`config.mk`:
```
export PLATFORM = sky130hd
export DESIGN_NAME = gpr_file
export DESIGN_NICKNAME = d
export VERILOG_FILES = /design/src/rtl/gpr_file_pkg.sv /design/src/rtl/rf_access_check.sv /design/src/rtl/rf_write_merge.sv /design/src/rtl/rf_read_extract.sv /design/src/rtl/gpr_file.sv
export SDC_FILE = /design/constraint.sdc
export NUM_CORES = 1
export LEC_CHECK = 0
export CAP_MARGIN = 15
export CORE_ASPECT_RATIO = 1.25
export CORE_MARGIN = 3
export CORE_UTILIZATION = 33
export CTS_BUF_LIST = sky130_fd_sc_hd__clkbuf_16
export DETAILED_ROUTE_END_ITERATION = 10
export PLACE_DENSITY_LB_ADDON = 0.2
export SLEW_MARGIN = 20
export SYNTH_ARGS = -nofsm -noshare
export SYNTH_HDL_FRONTEND = slang
export SYNTH_HIERARCHICAL = 1
export SYNTH_SLANG_ARGS = --single-unit
```
`constraint.sdc`:
```
create_clock -name clk -period 3 [get_ports clk]
set_clock_uncertainty 0.2 [all_clocks]
set_input_delay 0.6 -clock clk [delete_from_list [all_inputs] [get_ports clk]]
set_output_delay 0.6 -clock clk [all_outputs]
set_load 0.005 [all_outputs]
```
`src/rtl/gpr_file_pkg.sv`:
```
`timescale 1ns/1ps
package gpr_file_pkg;
  typedef enum logic [1:0] {
    VIEW_WORD = 2'b00,
    VIEW_HALF = 2'b01,
    VIEW_LOB  = 2'b10,
    VIEW_HIB  = 2'b11
  } view_e;

  function automatic logic view_is_byte(input view_e v);
    return v[1];
  endfunction
endpackage

```
`src/rtl/rf_access_check.sv`:
```
`timescale 1ns/1ps
module rf_access_check #(
  parameter int NUM_REGS  = 8,
  parameter int BYTE_REGS = 4,
  localparam int IDX_W    = $clog2(NUM_REGS)
) (
  input  logic [IDX_W-1:0]   idx,
  input  gpr_file_pkg::view_e view,
  output logic               no_view
);
  // byte views exist only for the low-numbered register group
  always_comb begin
    no_view = gpr_file_pkg::view_is_byte(view) && (32'(idx) >= BYTE_REGS);
  end
endmodule

```
`src/rtl/rf_write_merge.sv`:
```
`timescale 1ns/1ps
module rf_write_merge #(
  parameter int DATA_W = 32,
  localparam int HALF_W = DATA_W / 2,
  localparam int BYTE_W = DATA_W / 4
) (
  input  logic [DATA_W-1:0]  cur_word,
  input  logic [DATA_W-1:0]  new_data,
  input  gpr_file_pkg::view_e view,
  output logic [DATA_W-1:0]  merged
);
  always_comb begin
    merged = cur_word;
    unique case (view)
      gpr_file_pkg::VIEW_WORD: merged = new_data;
      gpr_file_pkg::VIEW_HALF: merged[HALF_W-1:0] = new_data[HALF_W-1:0];
      gpr_file_pkg::VIEW_LOB:  merged[BYTE_W-1:0] = new_data[BYTE_W-1:0];
      gpr_file_pkg::VIEW_HIB:  merged[HALF_W-1:BYTE_W] = new_data[BYTE_W-1:0];
      default:                 merged = cur_word;
    endcase
  end
endmodule

```
`src/rtl/rf_read_extract.sv`:
```
`timescale 1ns/1ps
module rf_read_extract #(
  parameter int DATA_W = 32,
  localparam int HALF_W = DATA_W / 2,
  localparam int BYTE_W = DATA_W / 4
) (
  input  logic [DATA_W-1:0]  word,
  input  gpr_file_pkg::view_e view,
  output logic [DATA_W-1:0]  field
);
  always_comb begin
    field = '0;
    unique case (view)
      gpr_file_pkg::VIEW_WORD: field = word;
      gpr_file_pkg::VIEW_HALF: field[HALF_W-1:0] = word[HALF_W-1:0];
      gpr_file_pkg::VIEW_LOB:  field[BYTE_W-1:0] = word[BYTE_W-1:0];
      gpr_file_pkg::VIEW_HIB:  field[BYTE_W-1:0] = word[HALF_W-1:BYTE_W];
      default:                 field = '0;
    endcase
  end
endmodule

```
`src/rtl/gpr_file.sv`:
```
`timescale 1ns/1ps
module gpr_file #(
  parameter int NUM_REGS  = 8,
  parameter int DATA_W    = 32,
  parameter int BYTE_REGS = 4,
  localparam int IDX_W    = $clog2(NUM_REGS),
  localparam int HALF_W   = DATA_W / 2,
  localparam int NUM_RD   = 2
) (
  input  logic              clk,
  input  logic              rst_n,
  input  logic              wr_en,
  input  logic [IDX_W-1:0]  wr_idx,
  input  logic [1:0]        wr_view,
  input  logic [DATA_W-1:0] wr_data,
  output logic              wr_illegal,
  input  logic [IDX_W-1:0]  rd0_idx,
  input  logic [1:0]        rd0_view,
  output logic [DATA_W-1:0] rd0_data,
  output logic              rd0_illegal,
  input  logic [IDX_W-1:0]  rd1_idx,
  input  logic [1:0]        rd1_view,
  output logic [DATA_W-1:0] rd1_data,
  output logic              rd1_illegal
);
  import gpr_file_pkg::*;

  logic [DATA_W-1:0] regs_q [NUM_REGS];

  // ---------------- write path ----------------
  view_e             wr_view_e;
  logic              wr_no_view;
  logic              wr_fire;
  logic [DATA_W-1:0] wr_cur;
  logic [DATA_W-1:0] wr_next;
  logic [NUM_REGS-1:0] reg_we;

  assign wr_view_e = view_e'(wr_view);

  rf_access_check #(.NUM_REGS(NUM_REGS), .BYTE_REGS(BYTE_REGS)) u_wr_chk (
    .idx     (wr_idx),
    .view    (wr_view_e),
    .no_view (wr_no_view)
  );

  always_comb begin
    wr_illegal = wr_en && wr_no_view;
    wr_fire    = wr_en && !wr_no_view;
    wr_cur     = regs_q[wr_idx];
  end

  rf_write_merge #(.DATA_W(DATA_W)) u_merge (
    .cur_word (wr_cur),
    .new_data (wr_data),
    .view     (wr_view_e),
    .merged   (wr_next)
  );

  for (genvar i = 0; i < NUM_REGS; i++) begin : g_reg
    always_comb begin
      reg_we[i] = wr_fire && (32'(wr_idx) == i);
    end

    always_ff @(posedge clk or negedge rst_n) begin
      if (!rst_n) begin
        regs_q[i] <= '0;
      end else if (reg_we[i]) begin
        regs_q[i] <= wr_next;
      end
    end

    // register untouched unless a legal enabled write targets it
    p_hold_r11: assert property (@(posedge clk) disable iff (!rst_n)
      (!(wr_en && (32'(wr_idx) == i)) || wr_illegal) |=> $stable(regs_q[i]));

    // word write lands whole
    p_word_write_r2: assert property (@(posedge clk) disable iff (!rst_n)
      (wr_en && (32'(wr_idx) == i) && (wr_view == 2'b00))
        |=> (regs_q[i] == $past(wr_data)));

    // narrow write keeps the upper half
    p_upper_kept_r3: assert property (@(posedge clk) disable iff (!rst_n)
      (wr_en && (32'(wr_idx) == i) && (wr_view != 2'b00) && !wr_illegal)
        |=> (regs_q[i][DATA_W-1:HALF_W] == $past(regs_q[i][DATA_W-1:HALF_W])));
  end

  // ---------------- read path ----------------
  logic [IDX_W-1:0]  rd_idx  [NUM_RD];
  view_e             rd_view [NUM_RD];
  logic [DATA_W-1:0] rd_out  [NUM_RD];
  logic              rd_bad  [NUM_RD];

  assign rd_idx[0]  = rd0_idx;
  assign rd_idx[1]  = rd1_idx;
  assign rd_view[0] = view_e'(rd0_view);
  assign rd_view[1] = view_e'(rd1_view);

  for (genvar p = 0; p < NUM_RD; p++) begin : g_rd
    logic [DATA_W-1:0] field;
    logic              no_view;

    rf_access_check #(.NUM_REGS(NUM_REGS), .BYTE_REGS(BYTE_REGS)) u_chk (
      .idx     (rd_idx[p]),
      .view    (rd_view[p]),
      .no_view (no_view)
    );

    rf_read_extract #(.DATA_W(DATA_W)) u_ext (
      .word  (regs_q[rd_idx[p]]),
      .view  (rd_view[p]),
      .field (field)
    );

    always_comb begin
      rd_bad[p] = no_view;
      rd_out[p] = no_view ? '0 : field;
    end

    // narrow reads are zero-extended
    p_zero_ext_r7: assert property (@(posedge clk) disable iff (!rst_n)
      (rd_view[p] != VIEW_WORD) |-> (rd_out[p][DATA_W-1:HALF_W] == '0));

    // missing byte view reads as zero
    p_bad_read_zero_r8: assert property (@(posedge clk) disable iff (!rst_n)
      rd_bad[p] |-> (rd_out[p] == '0));
  end

  assign rd0_data    = rd_out[0];
  assign rd1_data    = rd_out[1];
  assign rd0_illegal = rd_bad[0];
  assign rd1_illegal = rd_bad[1];
endmodule

```
==> results of run 1 <==
[synth_stat cells]
| cell | n | area, sq um |
|---|---|---|
| sky130_fd_sc_hd__nor2_4 | 2 | 22.5 |
| sky130_fd_sc_hd__nor2_2 | 1 | 6.26 |
| sky130_fd_sc_hd__nand2b_1 | 2 | 12.5 |
| sky130_fd_sc_hd__nand2_2 | 1 | 6.26 |
| sky130_fd_sc_hd__a21oi_1 | 8 | 40.0 |
| sky130_fd_sc_hd__clkbuf_1 | 11 | 41.3 |
| sky130_fd_sc_hd__nor2_1 | 10 | 37.5 |
| sky130_fd_sc_hd__buf_6 | 16 | 180 |
| sky130_fd_sc_hd__nand3_1 | 1 | 5.00 |
| sky130_fd_sc_hd__dfrtp_1 | 256 | 6410 |
| sky130_fd_sc_hd__nand2_4 | 2 | 22.5 |
| sky130_fd_sc_hd__and2_2 | 28 | 210 |
| sky130_fd_sc_hd__buf_2 | 24 | 120 |
| sky130_fd_sc_hd__nor3_2 | 1 | 10.0 |
| sky130_fd_sc_hd__nor3b_2 | 2 | 25.0 |
| sky130_fd_sc_hd__mux2_4 | 10 | 150 |
| sky130_fd_sc_hd__buf_4 | 18 | 135 |
| sky130_fd_sc_hd__mux4_2 | 192 | 4320 |
| sky130_fd_sc_hd__clkbuf_8 | 1 | 13.8 |
| sky130_fd_sc_hd__and2b_1 | 16 | 120 |
| sky130_fd_sc_hd__nor2b_1 | 64 | 400 |
| sky130_fd_sc_hd__nand2_1 | 2 | 7.51 |
| sky130_fd_sc_hd__mux2_2 | 371 | 4180 |
| sky130_fd_sc_hd__mux2_1 | 11 | 124 |
| sky130_fd_sc_hd__nand3b_1 | 2 | 15.0 |
| sky130_fd_sc_hd__buf_1 | 19 | 71.3 |
| sky130_fd_sc_hd__clkbuf_2 | 4 | 20.0 |
| sky130_fd_sc_hd__nor2_8 | 1 | 20.0 |
| sky130_fd_sc_hd__and2_1 | 8 | 50.1 |
| sky130_fd_sc_hd__buf_12 | 1 | 20.0 |
| sky130_fd_sc_hd__mux2i_1 | 8 | 80.1 |
[how the worst max path moves through the flow]
stage,cells after the start,end,slack (ps)
3_3_place_gp,7,rd0_data[2],-520
2_1_floorplan,6,rd0_data[1],90
5_1_grt,6,rd0_data[3],-250
4_1_cts,6,rd0_data[3],-200
6_report,9,rd0_data[1],-190
3_5_place_dp,7,rd0_data[2],-540
[cell families (layout without fill, tap and decap cells)]
kind of cell	count (synthesis)	in the layout	synth area share, %
buffers and inverters	94	417	3.57
multiplexers	592	592	52.5
AND/OR/NAND/NOR	143	143	5.75
flip-flops	256	256	38.0
other	0	1	0
AO/OA/AOI/OAI	8	8	0.237
[layer usage]
layer	up-vias	global-route usage (%)	share of wire, %
li1	4889	-	-
met1	6196	26.7	42
met2	351	35.4	51
met3	88	3.32	4.5
met4	0	6.75	2.9
met5	-	0	0
[through the flow]
stage | worst slack, ps | util [%] | area (sq um) | power, mW | cells
3_3_place_gp | -518 | 39.2 | 19800 | 10.9 | 1886
2_1_floorplan | 91.7 | - | 16900 | 9.18 | 1093
5_1_grt | -251 | 44.8 | 22600 | 16.2 | 2075
4_1_cts | -203 | 44.2 | 22300 | 15.3 | 2065
6_report | -194 | 44.8 | 22600 | 15.4 | 2075
3_5_place_dp | -543 | 39.2 | 19800 | 11.0 | 1886
[worst max-delay path: cells and delay by family]
family	cells	cell delay, ps
simple gates	1	130
buf+inv	5	600
mux	3	1060
[final cells by class]
cell class	instances	area, sq um
Clock inverter	22	140
Sequential cell	256	6410
Tap cell	658	823
Multi-Input combinational cell	743	10600
Timing Repair Buffer	366	3990
Fill cell	4506	27900
Antenna cell	1	2.50
Clock buffer	29	726
[power groups by stage]
| stage | Combinational, mW | Sequential [mW] | Clock (mW) |
|---|---|---|---|
| 2_1_floorplan | 3.82 | 5.37 | 0 |
| 3_3_place_gp | 5.09 | 5.80 | 0 |
| 3_5_place_dp | 5.15 | 5.85 | 0 |
| 4_1_cts | 6.11 | 5.71 | 3.47 |
| 5_1_grt | 6.73 | 5.92 | 3.59 |
| 6_report | 6.31 | 5.75 | 3.36 |
[what timing repair did]
| action | in CTS | in global routing |
|---|---|---|
| endpoints found under the setup margin | 65 | 64 |
| resized for setup | 455 | 89 |
| pin swaps | 1 | 3 |
| endpoints found under the hold margin | 73 | 0 |
| gates cloned | 10 | 0 |
| hold buffers | 1 | 0 |
| setup buffers | 118 | 24 |
==> impl_metrics.yaml, run 1 <==
placement:
  portBuffers: 116
  detailed_place_hpwl_mm: 36.1
  globalplace.congestion: 0.775
clock_network:
  cts_made_buffers: 29
  cts_max_path_buffers: 3
  clkSinkCount: 256
  clock_latency_ps: 570
  cts-htree-levels: 1
  clkTransAtPathRegs_ps: 60
  library_cell_used_as_clock_root_buffer: "sky130_fd_sc_hd__clkbuf_16"
  tritoncts: "done"
route:
  drt_iter0_drc: 636
  route.detailed.vias_per_inst: 5.55
  dr.pass1.iters: 4
  drt_antenna_net_count: 0
  finalWirelength_mm: 55.9
  drt_drc_violations_left: 0
  detail_route.wl_per_cell_microns: 26.9
  via_count: 11500
critical_path:
  cp_common_cell: "sky130_fd_sc_hd__buf_12"
  critical-path-max-stage-delay_ps: 490
  timing.rr.end: "regs_q[0]"
  crit_arrival_ps: 2390
  worst-endpoint-required_ps: 2200
  worst_setup_path_start_kind: "input port"
  crit_fanout: 4
  critical_path.endpoint_type: "output pin"
  cpMaxStageDelayCell: "sky130_fd_sc_hd__mux4_2"
  r2r-start: "regs_q[32]"
  crit_path_launch: "rd0_idx[1]"
  critPathKind: "in -> out"
  worst-r2r-setup-slack_ps: 460
  r2r_cells: 8
  crit_path_cell_trace: "buf_16 -> buf_12 -> buf_12 -> buf_12 -> mux4_2 -> mux2_4 -> mux2_4 -> nor2b_4 -> buf_2"
global_routing:
  globalRoute.totalOverflow: 0
  grt_pass1_wl_mm: 84.6
  grt_pass1_vias: 12900
  maximum_number_of_pins_on_one_net_before_global_route_repair: 80
  grt_antenna_before_repair: 1
  grtUsageTotal_pct: 20.6
worst_hold_path:
  hold_path_startpoint: "regs_q[114]"
  hold_path_class: "reg -> reg"
  holdPathEnd: "regs_q[114]"
  timing.hold.worst_path_depth: 1
die:
  die_area_sq_um: 53900
  ios: 117
  start_util_pct: 33.4
  core.rowCount: 92
  die_w_microns: 208
  fp.dieH_microns: 259
  floorplan_core_area_sq_um: 50500
timing:
  timing.hold.ws_ps: 344
  final.setup.tns_ps: -3530
  grt_setup_unrepaired: "yes"
  setup_viol: 46
  report.final.hold_viol_count: 0
  max_slew.worst_pin.slew_ps: 679
  slew_viol_final: 0
  final.setup.worst_slack_ps: -194
  final_min_period_over_clock_period_pct: 106
  achievable-frequency_ghz: 0.313
  finalCriticalPeriod_ps: 3190
  timing.max_slew.rel_slack_pct: 54.7
power:
  switching_power_share_of_the_total_pct: 29.9
  pwr-share-clk_pct: 21.8
  power.density_cell_area_nw_per_um2: 681
  pwr-share-seq_pct: 37.3
  p_comb_share_pct: 40.9
  p_int_mw: 10.8
  p_leak_nw: 9.87
  netSwitchingPower_mw: 4.62
  ir_worst_vdd_v: 0.000400
outcome:
  result_of_the_run: "finished, violations left"
  violations_in_the_final_reports: "negative setup slack"
synth:
  synth.ff_latch_count: 256
  yosysWarnings: 6
  synthesis.area_per_instance_sq_um: 15.4
  synth_cells: 1093
  synthesis.nets: 1143
  netlist-cell-type-count: 31
  syn_area_sq_um: 16900
  synth_sequential_area_ratio_pct: 38.0
cells_and_area:
  registers.top_by_ff_count: "regs_q"
  num-nets-final: 1446
  largest_reg_flops: 256
  layout_top_registers: "regs_q: 256 flops"
  syn_to_final_growth_pct: 34.2
  most-common-layout-cells: "sky130_fd_sc_hd__mux2_2, sky130_fd_sc_hd__dfrtp_1, sky130_fd_sc_hd__mux4_2"
  proportion_of_layout_cells_with_a_drive_suffix_above_1_pct: 72.1
  most_common_library_cell_in_the_layout_ignoring_fill_and_taps: "sky130_fd_sc_hd__mux2_2"
job:
  max_cap_violations: 0
Note: power is estimated with default switching activity, not from simulation.
==> run 2, diff against run 1 <==
--- a/config.mk
+++ b/config.mk
@@ -10,6 +10,7 @@
 export CORE_MARGIN = 3
 export CORE_UTILIZATION = 33
 export CTS_BUF_LIST = sky130_fd_sc_hd__clkbuf_16
+export CTS_CLUSTER_DIAMETER = 200
 export DETAILED_ROUTE_END_ITERATION = 10
 export PLACE_DENSITY_LB_ADDON = 0.2
 export SLEW_MARGIN = 20
==> results of run 2 <==
Final layout, timing and power as in run 1 (identical DEF).
